<file path="src/rtl/sram_ctl_pkg.sv">
package sram_ctl_pkg;

  typedef enum logic [2:0] {
    ST_IDLE,
    ST_WR,
    ST_WREC,
    ST_RD,
    ST_TURN
  } ctl_state_e;

  // ceiling of ns limit over clock period, never below one cycle
  function automatic int unsigned ns_to_cyc(input int unsigned t_ns, input int unsigned clk_ps);
    int unsigned c;
    c = (t_ns * 1000 + clk_ps - 1) / clk_ps;
    return (c == 0) ? 1 : c;
  endfunction

  function automatic int unsigned max2(input int unsigned a, input int unsigned b);
    return (a > b) ? a : b;
  endfunction

endpackage

</file>
<file path="src/rtl/sram_ctl_timer.sv">
module sram_ctl_timer #(
  parameter int unsigned CNT_W = 2
) (
  input  logic             clk_i,
  input  logic             rst_ni,
  input  logic             load_i,
  input  logic [CNT_W-1:0] load_val_i,
  output logic             zero_o
);

  logic [CNT_W-1:0] cnt_q;

  always_ff @(posedge clk_i or negedge rst_ni) begin
    if (!rst_ni)              cnt_q <= '0;
    else if (load_i)          cnt_q <= load_val_i;
    else if (cnt_q != '0)     cnt_q <= cnt_q - CNT_W'(1);
  end

  assign zero_o = (cnt_q == '0);

endmodule

</file>
<file path="src/rtl/sram_ctl_fsm.sv">
module sram_ctl_fsm
  import sram_ctl_pkg::*;
#(
  parameter int unsigned CNT_W   = 2,
  parameter int unsigned WP_CYC  = 2,
  parameter int unsigned REC_CYC = 1,
  parameter int unsigned AA_CYC  = 2,
  parameter int unsigned TA_CYC  = 1
) (
  input  logic             clk_i,
  input  logic             rst_ni,
  input  logic             req_valid_i,
  input  logic             req_write_i,
  input  logic             tmr_zero_i,
  output logic             tmr_load_o,
  output logic [CNT_W-1:0] tmr_val_o,
  output logic             accept_o,
  output logic             capture_o,
  output logic             ready_o,
  output logic             done_o,
  output logic             cs_no,
  output logic             we_no,
  output logic             oe_no,
  output logic             dq_oe_o
);

  localparam logic [CNT_W-1:0] WP_LD  = CNT_W'(WP_CYC - 1);
  localparam logic [CNT_W-1:0] REC_LD = CNT_W'(REC_CYC - 1);
  localparam logic [CNT_W-1:0] AA_LD  = CNT_W'(AA_CYC - 1);
  localparam logic [CNT_W-1:0] TA_LD  = CNT_W'(TA_CYC - 1);

  ctl_state_e state_q, state_d;
  logic       done_d;

  assign ready_o  = (state_q == ST_IDLE);
  assign accept_o = ready_o && req_valid_i;

  always_comb begin
    state_d    = state_q;
    tmr_load_o = 1'b0;
    tmr_val_o  = '0;
    capture_o  = 1'b0;
    done_d     = 1'b0;
    unique case (state_q)
      ST_IDLE: if (req_valid_i) begin
        tmr_load_o = 1'b1;
        tmr_val_o  = req_write_i ? WP_LD : AA_LD;
        state_d    = req_write_i ? ST_WR : ST_RD;
      end
      ST_WR: if (tmr_zero_i) begin
        tmr_load_o = 1'b1;
        tmr_val_o  = REC_LD;
        state_d    = ST_WREC;
      end
      ST_WREC: if (tmr_zero_i) begin
        done_d  = 1'b1;
        state_d = ST_IDLE;
      end
      ST_RD: if (tmr_zero_i) begin
        tmr_load_o = 1'b1;
        tmr_val_o  = TA_LD;
        capture_o  = 1'b1;
        done_d     = 1'b1;
        state_d    = ST_TURN;
      end
      ST_TURN: if (tmr_zero_i) state_d = ST_IDLE;
      default: state_d = ST_IDLE;
    endcase
  end

  // strobes registered from the next state so pins never glitch
  always_ff @(posedge clk_i or negedge rst_ni) begin
    if (!rst_ni) begin
      state_q <= ST_IDLE;
      cs_no   <= 1'b1;
      we_no   <= 1'b1;
      oe_no   <= 1'b1;
      dq_oe_o <= 1'b0;
      done_o  <= 1'b0;
    end else begin
      state_q <= state_d;
      cs_no   <= !((state_d == ST_WR) || (state_d == ST_RD));
      we_no   <= !(state_d == ST_WR);
      oe_no   <= !(state_d == ST_RD);
      dq_oe_o <= (state_d == ST_WR);
      done_o  <= done_d;
    end
  end

endmodule

</file>
<file path="src/rtl/sram_ctl_datapath.sv">
module sram_ctl_datapath #(
  parameter int unsigned ADDR_W = 19,
  parameter int unsigned DATA_W = 8
) (
  input  logic              clk_i,
  input  logic              rst_ni,
  input  logic              accept_i,
  input  logic              capture_i,
  input  logic [ADDR_W-1:0] addr_i,
  input  logic [DATA_W-1:0] wdata_i,
  input  logic [DATA_W-1:0] dq_i,
  output logic [ADDR_W-1:0] addr_o,
  output logic [DATA_W-1:0] dq_o,
  output logic [DATA_W-1:0] rdata_o
);

  always_ff @(posedge clk_i or negedge rst_ni) begin
    if (!rst_ni) begin
      addr_o <= '0;
      dq_o   <= '0;
    end else if (accept_i) begin
      addr_o <= addr_i;
      dq_o   <= wdata_i;
    end
  end

  always_ff @(posedge clk_i or negedge rst_ni) begin
    if (!rst_ni)        rdata_o <= '0;
    else if (capture_i) rdata_o <= dq_i;
  end

endmodule

</file>
<file path="src/rtl/sram_ctl.sv">
module sram_ctl
  import sram_ctl_pkg::*;
#(
  parameter int unsigned ADDR_W  = 19,
  parameter int unsigned DATA_W  = 8,
  parameter int unsigned CLK_PS  = 5000,
  parameter int unsigned T_WP_NS = 7,
  parameter int unsigned T_DW_NS = 5,
  parameter int unsigned T_WC_NS = 10,
  parameter int unsigned T_AA_NS = 10,
  parameter int unsigned T_RC_NS = 10,
  parameter int unsigned T_OE_NS = 5,
  parameter int unsigned T_HZ_NS = 5
) (
  input  logic              clk_i,
  input  logic              rst_ni,
  input  logic              req_valid_i,
  input  logic              req_write_i,
  input  logic [ADDR_W-1:0] req_addr_i,
  input  logic [DATA_W-1:0] req_wdata_i,
  output logic              req_ready_o,
  output logic              rsp_done_o,
  output logic [DATA_W-1:0] rsp_rdata_o,
  output logic [ADDR_W-1:0] sram_addr_o,
  output logic              sram_cs_no,
  output logic              sram_we_no,
  output logic              sram_oe_no,
  output logic [DATA_W-1:0] sram_dq_o,
  output logic              sram_dq_oe_o,
  input  logic [DATA_W-1:0] sram_dq_i
);

  localparam int unsigned WP_CYC  = max2(ns_to_cyc(T_WP_NS, CLK_PS), ns_to_cyc(T_DW_NS, CLK_PS));
  localparam int unsigned WC_CYC  = ns_to_cyc(T_WC_NS, CLK_PS);
  localparam int unsigned REC_CYC = (WC_CYC > WP_CYC) ? (WC_CYC - WP_CYC) : 1;
  localparam int unsigned AA_CYC  = max2(max2(ns_to_cyc(T_AA_NS, CLK_PS), ns_to_cyc(T_RC_NS, CLK_PS)),
                                         ns_to_cyc(T_OE_NS, CLK_PS));
  localparam int unsigned TA_CYC  = ns_to_cyc(T_HZ_NS, CLK_PS);
  localparam int unsigned MAX_CYC = max2(max2(WP_CYC, REC_CYC), max2(AA_CYC, TA_CYC));
  localparam int unsigned CNT_W   = (MAX_CYC < 2) ? 1 : $clog2(MAX_CYC);

  logic             tmr_load, tmr_zero, accept, capture;
  logic [CNT_W-1:0] tmr_val;

  sram_ctl_timer #(.CNT_W(CNT_W)) u_timer (
    .clk_i      (clk_i),
    .rst_ni     (rst_ni),
    .load_i     (tmr_load),
    .load_val_i (tmr_val),
    .zero_o     (tmr_zero)
  );

  sram_ctl_fsm #(
    .CNT_W   (CNT_W),
    .WP_CYC  (WP_CYC),
    .REC_CYC (REC_CYC),
    .AA_CYC  (AA_CYC),
    .TA_CYC  (TA_CYC)
  ) u_fsm (
    .clk_i       (clk_i),
    .rst_ni      (rst_ni),
    .req_valid_i (req_valid_i),
    .req_write_i (req_write_i),
    .tmr_zero_i  (tmr_zero),
    .tmr_load_o  (tmr_load),
    .tmr_val_o   (tmr_val),
    .accept_o    (accept),
    .capture_o   (capture),
    .ready_o     (req_ready_o),
    .done_o      (rsp_done_o),
    .cs_no       (sram_cs_no),
    .we_no       (sram_we_no),
    .oe_no       (sram_oe_no),
    .dq_oe_o     (sram_dq_oe_o)
  );

  sram_ctl_datapath #(.ADDR_W(ADDR_W), .DATA_W(DATA_W)) u_dp (
    .clk_i     (clk_i),
    .rst_ni    (rst_ni),
    .accept_i  (accept),
    .capture_i (capture),
    .addr_i    (req_addr_i),
    .wdata_i   (req_wdata_i),
    .dq_i      (sram_dq_i),
    .addr_o    (sram_addr_o),
    .dq_o      (sram_dq_o),
    .rdata_o   (rsp_rdata_o)
  );

endmodule

</file>
<file path="config.mk">
export PLATFORM = sky130hd
export DESIGN_NAME = sram_ctl
export DESIGN_NICKNAME = d
export VERILOG_FILES = /design/src/rtl/sram_ctl_pkg.sv /design/src/rtl/sram_ctl_timer.sv /design/src/rtl/sram_ctl_fsm.sv /design/src/rtl/sram_ctl_datapath.sv /design/src/rtl/sram_ctl.sv
export SDC_FILE = /design/constraint.sdc
export NUM_CORES = 1
export LEC_CHECK = 0
export BUFFER_PORTS_ARGS = -buffer_cell sky130_fd_sc_hd__buf_2
export CELL_PAD_IN_SITES_DETAIL_PLACEMENT = 0
export CELL_PAD_IN_SITES_GLOBAL_PLACEMENT = 1
export CORE_AREA = 2 2 73 109
export DETAILED_ROUTE_END_ITERATION = 10
export DIE_AREA = 0 0 75 111
export PLACE_DENSITY = 0.65
export SLEW_MARGIN = 30
export SYNTH_ARGS = -nofsm -noshare
export SYNTH_HDL_FRONTEND = slang
export SYNTH_SLANG_ARGS = --single-unit
</file>
<file path="constraint.sdc">
create_clock -name clk_i -period 1.9 [get_ports clk_i]
set_input_delay 0.095 -clock clk_i [delete_from_list [all_inputs] [get_ports clk_i]]
set_output_delay 0.095 -clock clk_i [all_outputs]
set_load 0.1 [all_outputs]
</file>
# Word-level counts from Yosys, hierarchy flattened
# Cells that the tools add are included.
# totals
regBits	44
memories	0
ram_bits	0
wordCells	40
output_inout_bits	41
rom_bits	0
latch_bits	0
# classes
bitwise_logic	0
n_eq_ne	6
n_div	0
shifts	0
reduce_logical	9
n_mux	14
n_mul	0
addsub	1
n_lt_le_gt_ge	0
# op_table
op	n
$mux W3	4
$pmux W3 S4	1
$eq A3 B2 Y1 const B	3
$mux W1	7
$eq A3 B1 Y1 const B	2
$reduce_or A2 Y1	3
$eq A3 B3 Y1 const B	1
$logic_not A1 Y1	3
$logic_not A3 Y1	1
$mux W2	1
$pmux W1 S2	1
$logic_and A1 B1 Y1	1
$logic_or A1 B1 Y1	1
$sub A1 B1 Y1 const B	1

# Logic depth before layout (Yosys ltp)
# Gate-level depths: netlist of run 1.
# logic_depth
ltp_word	6
depth_mapped	5

# Modules after synthesis
# A second synthesis of run 1 with hierarchy kept.
# hier_totals
cells_unflattened	110
area_unflattened_um2	1821.7
# by_module_without_submodules
module	cells_per_inst	n_inst	area_each_um2
sram_ctl_datapath	74	1	1401.3
sram_ctl_fsm	33	1	385.4
sram_ctl_timer	3	1	35.0

# Worst setup path before layout of run 1
# Ideal clock, no wire load.
# synth_timing
path_type	register to output
from	register u_fsm.state_q[2]
to	output req_ready_o
path_slack_ns	-0.805
required_time_ns	1.805
path_stages_with_launch	3
arrival_ns	2.610
cell_sequence	dfrtp_1 -> buf_2 -> nor3_1
# synth_via
elab_chain_cells	1
# synth_rtl
item	line	rtl
from (decl)	sram_ctl_fsm.sv:32	ctl_state_e state_q, state_d;
from (signal assigned)	sram_ctl_fsm.sv:81	state_q <= state_d;
$logic_not A3 Y1	sram_ctl_fsm.sv:35	assign ready_o = (state_q == ST_IDLE);
to (decl)	sram_ctl.sv:21	output logic req_ready_o,
# Every way passes these cells.

# Final worst setup path of run 1
# layout_timing
from	register u_fsm.state_q[1]
to	output req_ready_o
# Same word-level chain as after synthesis.

==> results of run 1 <==
[routing by layer]
| layer | share of wire | up-vias | track usage |
|---|---|---|---|
| li1 | - | 544 | - |
| met1 | 0.38 | 581 | 0.1154 |
| met2 | 0.54 | 40 | 0.1643 |
| met3 | 0.044 | 8 | 0.01818 |
| met4 | 0.029 | 0 | 0.05238 |
| met5 | 0 | - | 0 |
[path summary, 6_finish.rpt]
check	from	end	slack, ns	cells after the start
max	u_fsm.state_q[1]	req_ready_o	0.33	3
min	sram_dq_i[0]	u_dp.rdata_o[0]	0.03	2
max reg2reg	u_fsm.state_q[0]	u_dp.addr_o[0]	0.35	3
min reg2reg	u_dp.rdata_o[0]	u_dp.rdata_o[0]	0.49	1
max in group asynchronous	rst_ni	u_fsm.cs_no	0.84	3
min in group asynchronous	rst_ni	u_dp.addr_o[11]	0.39	2
[what timing repair did]
item,CTS,global route
endpoints found under the hold margin,25,0
gates resized for setup,0,0
endpoints found under the setup margin,0,0
hold buffers,1,0
[flip-flops by register name (all words and copies together) (netlist names)]
register and count:
u_fsm.dq_oe_o 1, u_dp.rdata_o 8, u_fsm.cs_no 1, u_timer.cnt_q 1
u_fsm.state_q 3, u_fsm.done_o 1, u_fsm.we_no 1, u_dp.addr_o 19
u_fsm.oe_no 1, u_dp.dq_o 8
[worst max-delay path, delay by kind of cell, from the launching register on]
family	cells	cell delay [ns]
flip-flops	1	0.44
buffers and inverters	2	0.63
AND/OR/NAND/NOR	1	0.13
[per-stage QoR]
step | hold slack (ns) | setup slack [ns]
after CTS | 0.02670 | 0.2997
after detailed placement | 0.1749 | 0.3465
after global placement | 0.1747 | 0.3623
final | 0.03168 | 0.3255
after floorplan | -0.2006 | 0.04416
after global routing | 0.02723 | 0.2270
[synthesized netlist by cell type (all sizes together)]
cell and number:
nor3 1, a21o 2, nand2 2, dfstp 3, mux2 35, or3b 2, nor4bb 1, a21oi 1
nand3b 1, nor3b 1, a31oi 1, a211oi 1, dfrtp 41, nor4b 1, nand3 1, a31o 1
or4b 1, buf 7, a211o 1, nor2 1
[kinds of logic after synthesis]
family                 after synthesis  synth area share
and+or+nand+nor                     12           0.05142
DFF                                 44            0.6136
AOI/OAI and AO/OA                    7           0.02849
buffers and inverters                7           0.04795
muxes                               35            0.2585
[area by class of cell]
type | count | area share
timing repair buffer | 86 | 0.1860
tap | 102 | 0.05128
clock buffer | 6 | 0.05178
multi-input combinational | 54 | 0.2529
clock inverter | 2 | 0.01408
sequential | 44 | 0.4439
==> impl_results.md, run 1 <==
* Clock buffer depth at 2
* Setup TNS at 0 ns
* WL per Instance at 13.23 um
* Relative slew slack at 0.5642
* Area leader, netlist: dfrtp_1
* Post-DRT Antenna Nets at 0
* RSZ-0062 raised after global routing: no
* Core area at 7466 um^2
* Pin count of the biggest net entering global routing at 30
* Layout cells sized above 1 at 0.6667
* Syn_nets at 144
* Req. time, crit path at 1.80 ns
* Die W at 75 um
* Nets at 230
* Seq/Total Area, Yosys at 0.6136
* CP max FO at 7
* Final number of max-transition violations at 0
* Crit start category: register
* Grt ovf at 0
* Final worst-path cycle share at 0.8287
* Die area at 8325 um^2
* Clock latency on the worst-skew pair at 0.28 ns
* Post-CTS Setup Bufs at 0
* Max cap viols at 0
* Synth top area share at 0.5698
* H-tree Lvls at 2
* Synth cell types at 26
* Commonest non-fill, non-tap cell in the layout: buf_2
* Num CTS Buffers at 5
* Register Area at 1105 um^2
* DRT iter0 DRCs at 68
* CTS Sinks at 44
* Util after Layout at 0.3333
* Synth area leaders: dfrtp_1 (57%), mux2_4 (16%), mux2_1 (5.0%)
* Period minus WS final at 1.575 ns
* Vias in the first global route at 1235
* Vias at 1173
* Tightest Pin Transition at 0.6537 ns
* Multi-input gate area at 629.4 um^2
* Yosys warning total at 0
* Post-Route WL at 3891 um
* Crit end category: output port
* DRC viols at 0
* Die H at 111 um
* Final instance area at 2489 um^2
* Synthesized area at 1800 um^2
* Antenna cells at 0
* Final HPWL DP at 2930 um
* Avg Cell Area, Syn at 17.15 um^2
* IO Pins at 80
* Setup Skew at 0.006074 ns
* Antenna violations before repair at 0
* Fin. Hold Viols at 0
* IO Port Bufs at 79
* Fin cells at 294
* Cell Area, Placed at 2315 um^2
* Area Growth Syn to Fin at 38.22%
* CP Class: reg -> out
* Crit path largest cell delay at 0.44 ns
* TritonCTS clock tree: done
* Crit-path cells: buf_4 > nor3_2 > buf_2
* First drt pass iteration count at 4
* Worst-path clk slew at 0.06 ns
* Fmax achieved at 635.1 MHz
* Via/cell ratio at 3.990
* # rows at 39
* Total global-route track usage at 0.09857
* Arrival time worst endpoint at 1.48 ns
* Final setup viols at 0
* Root buffer cell: clkbuf_16
* Gate Count Post-Synth at 105
* Fillers at 740
* Yosys reg bits at 44
* GP Congestion at 0.6827
* Crit-path slowest cell: dfrtp_1
* # placed instances at 285
* First-pass GRT wire length at 6223 um
* Hold WC Path Type: in -> reg
* Status: completed
* Most frequent cells in the layout: buf_2 (79), dfrtp_1 (41), mux2_4 (19), mux2_1 (8), mux2_2 (8)
* Initial Utilization at 0.2412
Power of run 1 is not shown: default switching activity piles up to over one toggle a cycle in this logic, so the estimate is an artifact.
==> run 2: changes to the inputs <==
==> constraint.sdc (replaced) <==
create_clock -name clk_i -period 1.6 [get_ports clk_i]
set_input_delay 0.08 -clock clk_i [delete_from_list [all_inputs] [get_ports clk_i]]
set_output_delay 0.08 -clock clk_i [all_outputs]
set_load 0.1 [all_outputs]
==> run 2 against run 1 <==
  * Die area unchanged
  * Critical endpoint is now u_dp.addr_o[0]
  * Critical path depth unchanged
  * Worst setup slack worse by 0.23 ns
  * Register-to-register slack worse by 0.26 ns
  * Global-route usage up 0.67 points
  * Largest cell class unchanged
  * Routed wire length down 0.80%
  * First-iteration DRC count up 2.9%
  * Worst hold slack worse by 0.019 ns
==> impl_results.md, run 2 (same netlist as run 1, synthesis figures left out) <==
* Status: completed (unchanged)
* CTS Sinks at 44 (unchanged)
* First-pass GRT wire length at 6492 um (was 6223 um)
* Req. time, crit path at 1.77 ns (was 1.80 ns)
* Final number of max-transition violations at 0 (unchanged)
* H-tree Lvls at 2 (unchanged)
* Core area at 7466 um^2 (unchanged)
* Vias in the first global route at 1252 (was 1235)
* Met3 Usage GRT at 0.01909 (was 0.01818)
* Grt ovf at 0 (unchanged)
* Clock buffer depth at 2 (unchanged)
* CP startpoint: u_fsm.state_q[1] (unchanged)
* Worst r2r src: u_fsm.state_q[1] (was u_fsm.state_q[0])
* Hold WC Path Type: in -> reg (unchanged)
* Post-CTS Setup Bufs at 0 (unchanged)
* Root buffer cell: clkbuf_16 (unchanged)
* Final worst setup slack at 0.09338 ns (was 0.3255 ns)
* Die W at 75 um (unchanged)
* Antenna cells at 0 (unchanged)
* DRC viols at 0 (unchanged)
* Post-DRT Antenna Nets at 0 (unchanged)
* # rows at 39 (unchanged)
* CP max FO at 9 (was 7)
* Worst-path clk slew at 0.06 ns (about the same)
* Setup Skew at 0.002278 ns (was 0.006074 ns)
* Largest regs: u_dp.addr_o x19, u_dp.dq_o x8, u_dp.rdata_o x8 (unchanged)
* Crit-path cells: nor4b_4 > buf_4 > mux2_2 (was buf_4 > nor3_2 > buf_2)
* Commonest non-fill, non-tap cell in the layout: buf_2 (unchanged)
* Fin cells at 297 (was 294)
* Pin count of the biggest net entering global routing at 45 (was 30)
* Most frequent cells in the layout: buf_2 (78), dfrtp_1 (41), mux2_4 (19) (was buf_2 (79), dfrtp_1 (41), mux2_4 (19), mux2_1 (8), mux2_2 (8))
* Final setup viols at 0 (unchanged)
* Worst min-delay path startpoint: sram_dq_i[4] (was sram_dq_i[0])
* Tightest Pin Transition at 0.5699 ns (was 0.6537 ns)
* CP Class: reg -> reg (was reg -> out)
* Top reg by flops: u_dp.addr_o (unchanged)
* First drt pass iteration count at 4 (unchanged)
* Crit-path slowest cell: dfrtp_1 (unchanged)
* Antenna violations before repair at 0 (unchanged)
* Num CTS Buffers at 5 (unchanged)
* # placed instances at 288 (was 285)
* Via/cell ratio at 3.976 (was 3.990)
* Fmax achieved at 663.7 MHz
* Met2 track demand over resource at 0.1789 (was 0.1643)
* Vias at 1181 (was 1173)
* Max FFs per register at 19 (unchanged)
* Setup TNS at 0 ns (unchanged)
* Pre-CTS setup slack at 0.06169 ns (was 0.3465 ns)
* IO Pins at 80 (unchanged)
* Initial Utilization at 0.2412 (unchanged)
* Crit start category: register (unchanged)
* Post-Route WL at 3860 um (was 3891 um)
* Arrival time worst endpoint at 1.67 ns (was 1.48 ns)
* Total global-route track usage at 0.1052 (was 0.09857)
* TritonCTS clock tree: done (unchanged)
* Met1 usage at 0.1164 (was 0.1154)
* Layout cells sized above 1 at 0.6667 (unchanged)
* Crit path largest cell delay at 0.42 ns (was 0.44 ns)
* Global route hottest layer: met2 (unchanged)
* Clock latency on the worst-skew pair at 0.28 ns (about the same)
* Period minus WS final at 1.507 ns
* RSZ-0062 raised after global routing: no (unchanged)
* Util after Layout at 0.3352 (was 0.3333)
* Final HPWL DP at 2847 um (was 2930 um)
* Die H at 111 um (unchanged)
* Nets at 233 (was 230)
* Max cap viols at 0 (unchanged)
* Relative slew slack at 0.6201 (was 0.5642)
* Final worst-path cycle share at 0.9416
* Area Growth Syn to Fin at 38.99% (was 38.22%)
* Crit end category: register (was output port)
* WL per Instance at 13.00 um (was 13.23 um)
* DRT iter0 DRCs at 70 (was 68)
* GP Congestion at 0.7314 (was 0.6827)
* Fin. Hold Viols at 0 (unchanged)
* Die area at 8325 um^2 (unchanged)
* IO Port Bufs at 79 (unchanged)
[run 2: cell type report]
class,count,area (um^2)
fill,754,4964
sequential,44,1105
multi-input combinational,54,635.6
timing repair buffer,89,488.0
clock buffer,8,146.4
tap,102,127.6
[run 2: final timing paths]
check	endpoint	cells after the start	slack, ns
max	u_dp.addr_o[0]	3	0.09
min	u_dp.rdata_o[4]	2	0.01
max reg2reg	u_dp.addr_o[0]	3	0.09
min reg2reg	u_dp.rdata_o[5]	1	0.48
max in group asynchronous	u_dp.addr_o[8]	3	0.79
min in group asynchronous	u_dp.rdata_o[5]	3	0.43
[run 2: repair_timing]
action	CTS	global route
endpoints found under the setup margin	0	4
hold buffers	1	0
gates resized for setup	0	1
endpoints found under the hold margin	41	0
[run 2: worst max-delay path: cells and delay by family (launching register included)]
kind | cells | cell delay [ns]
buffers and inverters | 1 | 0.24
AND/OR/NAND/NOR | 1 | 0.38
flip-flops | 1 | 0.42
multiplexers | 1 | 0.34
[run 2: through the flow]
stage	area, um^2	hold slack [ns]
after floorplan	1812	-0.2156
after global placement	2344	0.2007
after detailed placement	2344	0.2056
after CTS	2500	0.004880
after global routing	2502	0.01767
final	2502	0.01225
[run 2: layer usage]
metal / wire, um / part of all wire
met2: 2163 / 0.56
met5: 0 / 0
met4: 142 / 0.037
met1: 1426 / 0.37
met3: 127 / 0.033
Power of run 2 is left out for the same reason.
